`src/rtl/ide_pio_timer.sv`:
```
module ide_pio_timer #(
  parameter int AW = 4,
  parameter int DW = 8,
  parameter int CW = 5
) (
  input  logic          clk,
  input  logic          rst_n,
  input  logic          cfg_we,
  input  logic [AW-1:0] cfg_addr,
  input  logic [DW-1:0] cfg_wdata,
  input  logic [1:0]    rev,
  input  logic          req,
  input  logic [1:0]    req_drive,
  input  logic          req_write,
  output logic          busy,
  output logic          done,
  output logic          strobe_rd,
  output logic          strobe_wr,
  output logic [3:0]    pf_dis
);
  typedef enum logic [1:0] {IDLE, SETUP, ACT, REC} phase_t;

  phase_t        phase;
  logic [CW-1:0] cnt, act_q, rec_q;
  logic          wr_q;
  logic [DW-1:0] at0, dt0, at1, dt1, at23, dt23, ctrl;
  logic [DW-1:0] at_sel, dt_sel;
  logic [CW-1:0] setup_len, act_raw, act_len, rec_raw, rec_adj, rec_len;
  logic          accept;

  assign at_sel = req_drive[1] ? at23 : (req_drive[0] ? at1 : at0);
  assign dt_sel = req_drive[1] ? dt23 : (req_drive[0] ? dt1 : dt0);

  always_comb begin
    case (at_sel[7:6])
      2'b00:   setup_len = CW'(4);
      2'b01:   setup_len = CW'(2);
      2'b10:   setup_len = CW'(3);
      default: setup_len = CW'(5);
    endcase
  end

  assign act_raw = (dt_sel[7:4] == 4'd0) ? CW'(16) : CW'(dt_sel[7:4]);
  assign act_len = (act_raw == CW'(1)) ? CW'(2) : act_raw;
  assign rec_raw = (dt_sel[3:0] == 4'd0) ? CW'(16) : CW'(dt_sel[3:0]);
  assign rec_adj = (act_len > CW'(3) && rec_raw == CW'(1)) ? CW'(2) : rec_raw;
  assign rec_len = rec_adj + ((rev > 2'd1) ? CW'(1) : CW'(0));

  assign accept    = (phase == IDLE) && req;
  assign busy      = (phase != IDLE);
  assign done      = (phase == REC) && (cnt == '0);
  assign strobe_rd = (phase == ACT) && !wr_q;
  assign strobe_wr = (phase == ACT) && wr_q;
  assign pf_dis    = {at23[3], at23[2], ctrl[7], ctrl[6]};

  always_ff @(posedge clk) begin
    if (!rst_n) begin
      phase <= IDLE;
      cnt   <= '0;
      act_q <= '0;
      rec_q <= '0;
      wr_q  <= 1'b0;
    end else begin
      case (phase)
        IDLE: if (accept) begin
          phase <= SETUP;
          cnt   <= setup_len - CW'(1);
          act_q <= act_len;
          rec_q <= rec_len;
          wr_q  <= req_write;
        end
        SETUP: if (cnt == '0) begin
          phase <= ACT;
          cnt   <= act_q - CW'(1);
        end else cnt <= cnt - CW'(1);
        ACT: if (cnt == '0) begin
          phase <= REC;
          cnt   <= rec_q - CW'(1);
        end else cnt <= cnt - CW'(1);
        default: if (cnt == '0) phase <= IDLE;
                 else cnt <= cnt - CW'(1);
      endcase
    end
  end

  always_ff @(posedge clk) begin
    if (!rst_n) begin
      at0 <= '0; dt0 <= '0; at1 <= '0; dt1 <= '0;
      at23 <= '0; dt23 <= '0; ctrl <= '0;
    end else if (cfg_we) begin
      case (cfg_addr)
        AW'(0):  at0  <= cfg_wdata;
        AW'(1):  dt0  <= cfg_wdata;
        AW'(2):  at1  <= cfg_wdata;
        AW'(3):  dt1  <= cfg_wdata;
        AW'(4):  at23 <= cfg_wdata;
        AW'(5):  dt23 <= cfg_wdata;
        AW'(6):  ctrl <= cfg_wdata;
        AW'(8):  at0[7:6]  <= cfg_wdata[7:6];
        AW'(9):  at1[7:6]  <= cfg_wdata[7:6];
        AW'(10): at23[7:6] <= cfg_wdata[7:6];
        default: ;
      endcase
    end
  end

  // done lasts a single cycle and is followed by idle
  a_r10_done_single: assert property (@(posedge clk) disable iff (!rst_n)
    done |=> !done);
  a_r10_idle_after_done: assert property (@(posedge clk) disable iff (!rst_n)
    done |=> !busy);
  a_r10_busy_after_req: assert property (@(posedge clk) disable iff (!rst_n)
    (req && !busy) |=> busy);
  // strobes exclusive and confined to a transfer
  a_r12_strobe_excl: assert property (@(posedge clk) disable iff (!rst_n)
    !(strobe_rd && strobe_wr));
  a_r12_strobe_in_busy: assert property (@(posedge clk) disable iff (!rst_n)
    (strobe_rd || strobe_wr) |-> busy);
  // direction held steady for the whole active phase
  a_r12_strobe_dir_stable: assert property (@(posedge clk) disable iff (!rst_n)
    (strobe_rd && $past(strobe_wr)) |-> 1'b0);
endmodule

```
`config.mk`:
```
export PLATFORM = sky130hd
export DESIGN_NAME = ide_pio_timer
export DESIGN_NICKNAME = d
export VERILOG_FILES = /design/src/rtl/ide_pio_timer.sv
export SDC_FILE = /design/constraint.sdc
export NUM_CORES = 1
export LEC_CHECK = 0
export ABC_AREA = 1
export CAP_MARGIN = 10
export CORE_ASPECT_RATIO = 0.8
export CORE_UTILIZATION = 55
export DETAILED_ROUTE_END_ITERATION = 10
export PLACE_DENSITY = 0.76
export SETUP_SLACK_MARGIN = 0.5
export SLEW_MARGIN = 20
export SYNTH_ARGS = -nofsm -noshare
export SYNTH_HDL_FRONTEND = slang
export SYNTH_SLANG_ARGS = --single-unit
```
`constraint.sdc`:
```
create_clock -name clk -period 4.12 [get_ports clk]
set_input_delay 0.824 -clock clk [delete_from_list [all_inputs] [get_ports clk]]
set_output_delay 0.824 -clock clk [all_outputs]
set_load 0.005 [all_outputs]
```
==> results of run 1 <==
==> worst register-to-register path: stages (launching register included) <==
cell	delay (ns)
dfxtp_1	0.39
inv_1	0.10
ha_1	0.26
nand2_1	0.42
inv_2	0.21
a22oi_1	0.39
o21ai_1	0.11
a21oi_1	0.14
==> layout make-up <==
class / count / area share
multi-input cells: 286 / 0.463
repair buffers: 28 / 0.0854
well taps: 60 / 0.0231
flip-flops and latches: 52 / 0.320
clock buffers: 7 / 0.0296
inverters: 60 / 0.0696
clock inverters: 1 / 0.00923
==> kinds of logic (layout without fill, tap and decap cells) <==
family,Yosys count,after routing,synth area share
compound gates,95,95,0.180
xor+xnor,5,5,0.0154
fa+ha+maj,14,14,0.0617
buf+inv,72,96,0.104
flops,52,52,0.367
simple gates,172,172,0.273
==> per-stage QoR <==
step / util / power (W)
detailed placement: 0.656 / 0.00119
floorplan: - / 0.00103
global route: 0.683 / 0.00168
finish: 0.683 / 0.00157
CTS: 0.683 / 0.00156
global placement: 0.656 / 0.00117
==> synthesized netlist by cell type <==
cell       n
nor3_2     1
nand2_1   59
nor2_2     1
nand3_4    1
or2_1      3
o21ai_2    1
inv_2      6
clkbuf_1   8
a31oi_1    2
nor2_1    64
nand3_2    3
ha_1      14
nor3_1     3
a221oi_1   1
a22oi_1    2
o211ai_1   2
o21ai_1    5
o22ai_1    5
a221oi_2   1
a21oi_1   29
nand4_1    3
o21ai_0   47
nand2_4    2
or2_0      2
nand2_2    7
xnor2_1    3
inv_1     53
or2_2      2
buf_4      2
buf_6      2
xor2_1     2
nand3_1   21
clkinv_2   1
dfxtp_1   52
==> registers in the layout (all words and copies together) (netlist names) <==
signal / cells
at0: 2
wr_q: 1
dt1: 8
dt0: 8
ctrl: 2
at23: 4
dt23: 8
rec_q: 5
cnt: 5
phase: 2
at1: 2
act_q: 5
==> power by group <==
part,internal (W),switching [W]
combinational,0.000220,0.000367
clock,0.000215,0.000169
sequential,0.000561,0.0000428
==> layer usage <==
layer / track usage / routed length, um
met1: 0.366 / 3420
met3: 0.0510 / 327
met5: 0 / 0
met4: 0.0746 / 58
met2: 0.399 / 2650
==> path summary, 6_finish.rpt <==
path / start / endpoint / slack (ns)
max reg2reg: phase[0] / phase[1] / 2.02
max: req_drive[0] / rec_q[4] / 1.09
min: dt1[7] / dt1[7] / 0.45
min reg2reg: dt1[7] / dt1[7] / 0.45
==> layout by cell type, fill, tap and decap left out, types with 3 or more instances in the layout <==
cell,instances
nor2_1,64
nand2_1,59
inv_1,53
dfxtp_1,52
o21ai_0,47
a21oi_1,29
clkdlybuf4s50_1,27
nand3_1,21
ha_1,14
nand2_2,7
clkbuf_8,7
inv_2,6
o21ai_1,5
o22ai_1,5
nand3_2,3
or2_1,3
nand4_1,3
xnor2_1,3
nor3_1,3
==> qor.csv, run 1 <==
metric,value,unit
io_buffers,27,
synth-seq-cells,52,
setup_viol,0,
initial_utilization,0.596,
cp_max_fo,11,
post-cts-setup-buffer-count,0,
cts_root_buffer,clkbuf_8,
critPathBufInv,3,
cp.required,4.32,ns
synth_area,0.00284,mm2
grt-ovfl-total,0,
num_rows,22,
htreeDepth,2,
fin_nets,468,
crit_slowest_cell,clkdlybuf4s50_1,
cts_buffers,5,
core_area,0.00476,mm2
post_cts_resize_count,0,
fmax,0.330,GHz
whs,0.447,ns
start_kind,primary input,
regArea,0.00104,mm2
via_count,2579,
cp.depth,14,
placed_area,0.00313,mm2
grt_pass1_vias,2373,
tritoncts,done,
max_slew_margin,0.598,
syn-num-nets,445,
wl_per_cell,13.1,um
period_minus_slack,3.03,ns
post_route_cells_drive_above_1_share,0.0806,
finalClockSkew,0.00661,ns
die_w,82.3,um
vias_per_cell,5.22,
ys_seq_area_frac,0.367,
ant_nets,0,
synth.distinct_cells,34,
cap_violations,0,
syn_inst,410,
num_antenna_cells,0,
status,"finished, final reports clean",
leakagePower,1.44,nW
fin_ws,1.09,ns
grtUsageTotal,0.260,
fin_area,0.00325,mm2
ys_warn_count,0,
synth_top_area_cell,dfxtp_1,
synth.area.top_cells,"dfxtp_1 (37%), nor2_1 (8.5%), o21ai_0 (8.3%)",
worst_pin_slew,0.602,ns
finalCritPeriodShare,0.735,
synth_top_area_share,0.367,
vdd.ir_drop.worst,0.273,mV
arrival,3.22,ns
path_cells,clkdlybuf4s50_1 > inv_2 > nand2_1 > nand3_1 > nand2_4 > nand2_1 > nor2_2 > a21oi_1 > ha_1 > ha_1 > nand3_1 > o22ai_1 > o21ai_0 > inv_1,
reg2regPathDepth,7,
grt_max_degree,33,
rsz0062_at_grt,false,
die_area,0.00546,mm2
place_inst,486,
drt_iter0_markers,176,
synthToLayoutAreaGrowth,14.5,%
fill_cells,433,
first_pass_iters,5,
clock-sinks,52,
holdPathStages,2,
holdBufCountCts,0,
antenna_found_initial,0,
p_per_area,484,mW/mm2
tns,0,ns
num_io_pins,29,
die_height,66.3,um
clk_latency,0.30,ns
synth.avg_cell_area,6.93,um2
multi_input_area,0.00151,mm2
drc_errors,0,
end_kind,register,
pre_cts_ws,0.790,ns
drt-total-wl,6.46,mm
criticalPathCategory,in2reg,
crit_family,buffers and inverters,
finalMaxSlewViolations,0,
path_clk_slew,0.09,ns
place_congestion,0.944,
cts.path.max_buffers,2,
min-delay-path-class,reg2reg,
final_cells,494,
slowest_delay,0.76,ns
grt_pass1_wl,10.7,mm
final_hold_viol_count,0,
dp_hpwl,4.75,mm
No activity file was read; power rests on OpenSTA's default activity.
==> inputs of run 2 (changes only) <==
--- a/config.mk
+++ b/config.mk
@@ -8,9 +8,9 @@
 export ABC_AREA = 1
 export CAP_MARGIN = 10
 export CORE_ASPECT_RATIO = 0.8
-export CORE_UTILIZATION = 55
+export CORE_UTILIZATION = 51
 export DETAILED_ROUTE_END_ITERATION = 10
-export PLACE_DENSITY = 0.76
+export PLACE_DENSITY = 0.74
 export SETUP_SLACK_MARGIN = 0.5
 export SLEW_MARGIN = 20
 export SYNTH_ARGS = -nofsm -noshare
==> constraint.sdc (replaced) <==
create_clock -name clk -period 2.7 [get_ports clk]
set_input_delay 0.54 -clock clk [delete_from_list [all_inputs] [get_ports clk]]
set_output_delay 0.54 -clock clk [all_outputs]
set_load 0.005 [all_outputs]
==> qor.csv, run 2 (synthesis gave the netlist of run 1 again) <==
metric,value,unit,change
num_io_pins,29,,unchanged
die_area,0.00587,mm2,+7.6%
path_clk_slew,0.09,ns,about the same
rsz0062_at_grt,true,,
grt-busiest-layer,met2,,
wl_per_cell,13.1,um,+0.49%
die_w,85.4,um,+3.8%
finalMaxSlewViolations,0,,unchanged
finalClockSkew,0.00749,ns,+0.000882 ns
clock_power_share,0.185,,-0.059
power.total,0.00232,W,+48%
fin_area,0.00337,mm2,+3.7%
multi_input_area,0.00154,mm2,+2.6%
finalCritPeriodShare,0.792,,
final_common_cell,nor2_1,,
fin_ws,0.561,ns,-0.532 ns
cap_violations,0,,unchanged
drt-total-wl,6.72,mm,+4.2%
initial_utilization,0.548,,-0.0481
p_per_area,689,mW/mm2,+42%
post_route_cells_drive_above_1_share,0.149,,+0.0682
core_area,0.00518,mm2,+8.8%
criticalPathCategory,reg2out,,
cts_buffers,5,,unchanged
setup_viol,0,,unchanged
ant_nets,0,,unchanged
grtUsageTotal,0.243,,-0.0174
antenna_found_initial,0,,unchanged
reg_top3,"dt0 (8), dt1 (8), dt23 (8)",,
placed_area,0.00320,mm2,+2.5%
period_minus_slack,2.14,ns,
regArea,0.00104,mm2,+0.36%
num_rows,23,,+4.5%
die_height,68.7,um,+3.7%
num_antenna_cells,0,,unchanged
max_slew_margin,0.618,,+0.0206
met1_usage,0.346,,-0.0210
synthToLayoutAreaGrowth,18.8,%,
drt_iter0_markers,216,,+23%
holdBufCountCts,0,,unchanged
cts_root_buffer,clkbuf_8,,
final_hold_viol_count,0,,unchanged
tritoncts,done,,
start_kind,register,,
fin_nets,485,,+3.6%
final_util,0.651,,-0.0317
htreeDepth,2,,unchanged
fill_cells,464,,+7.2%
status,"finished, final reports clean",,
comb_power_share,0.416,,+0.043
drc_errors,0,,unchanged
first_pass_iters,5,,unchanged
clock-sinks,52,,unchanged
grtUsageMet2,0.382,,-0.0168
place_congestion,0.923,,-2.3%
leakagePower,1.50,nW,+4.2%
crit_top_cell,inv_2,,
cp.required,2.16,ns,-2.16 ns
grt_max_degree,31,,-6.1%
grt_pass1_wl,11.1,mm,+3.9%
min-delay-path-class,reg2reg,,
crit_slowest_cell,clkdlybuf4s50_1,,
final_cell_mix,"nor2_1 (63), nand2_1 (57), inv_1 (50)",,
grt_pass1_vias,2439,,+2.8%
cp_max_fo,6,,-5
p_int,0.00142,W,+43%
io_buffers,27,,unchanged
vdd.ir_drop.worst,0.448,mV,+64%
grt-ovfl-total,0,,unchanged
p_seq_frac,0.399,,+0.015
vias_per_cell,5.33,,+2.1%
dp_hpwl,4.83,mm,+1.8%
slowest_delay,0.50,ns,-0.26 ns
path_cells,inv_2 > ha_4 > inv_2 > nor2_1 > clkdlybuf4s50_1,,
fmax,0.468,GHz,
switching_share,0.390,,+0.0223
end_kind,primary output,,
arrival,1.60,ns,-1.62 ns
cts.path.max_buffers,2,,unchanged
p_sw,0.000906,W,+57%
via_count,2730,,+5.9%
clk_latency,0.31,ns,about the same
use_met3,0.0393,,-0.0117
pre_cts_ws,-0.0187,ns,-0.809 ns
worst_pin_slew,0.571,ns,-0.0308 ns
==> run 2: cell types whose count changed in the layout (fill, tap and decap cells not counted), moves of 3 or more <==
cell | previous run | this run
clkdlybuf4s50_1 | 27 | 24
dfxtp_2 | 0 | 3
ha_2 | 0 | 4
inv_1 | 53 | 50
buf_4 | 1 | 17
dfxtp_1 | 52 | 49
ha_1 | 14 | 9
==> run 2: routing by layer <==
metal,wire (um),vias to the layer above
met4,84,0
li1,-,1395
met2,2870,66
met5,0,-
met1,3450,1259
met3,319,10
==> run 2: path summary, 6_finish.rpt <==
kind                                from        end  slack [ns]  cells after the start
worst max-delay path            phase[0]  strobe_rd        0.56                      5
worst min-delay path              dt1[1]     dt1[1]        0.45                      2
worst max register to register  phase[1]   phase[1]        0.74                      7
worst min register to register    dt1[1]     dt1[1]        0.45                      2
==> run 2: area by class of cell <==
type	count	area share
Multi-Input combinational cell	286	0.458
Clock inverter	1	0.00148
Clock buffer	6	0.0215
Inverter	60	0.0694
Sequential cell	52	0.310
Tap cell	62	0.0230
Timing Repair Buffer	45	0.117
==> run 2: power by group through the flow <==
stage | combinational, W | clock (W) | sequential, W
finish | 0.000968 | 0.000430 | 0.000927
global route | 0.00109 | 0.000475 | 0.000941
CTS | 0.000931 | 0.000438 | 0.000921
detailed placement | 0.000884 | 0 | 0.000934
global placement | 0.000861 | 0 | 0.000933
floorplan | 0.000654 | 0 | 0.000919
==> run 2: critical path, delay by kind of cell, from the launching register on <==
| kind | cells | cell delay [ns] |
|---|---|---|
| DFF | 1 | 0.35 |
| and+or+nand+nor | 1 | 0.09 |
| adders and majority gates | 1 | 0.17 |
| buffers and inverters | 3 | 0.68 |
==> run 2: metrics by stage <==
stage	instances	TNS (ns)	hold slack, ns
3_3_place_gp	498	0	0.431
5_1_grt	512	0	0.470
2_1_floorplan	410	0	0.424
3_5_place_dp	498	-0.0187	0.437
6_report	512	0	0.449
4_1_cts	506	0	0.451
==> run 2: what timing repair did <==
item	CTS	global route
pin swaps	1	2
resized for setup	16	11
endpoints found under the setup margin	9	4
setup buffers	1	6
hold endpoints to repair	0	0
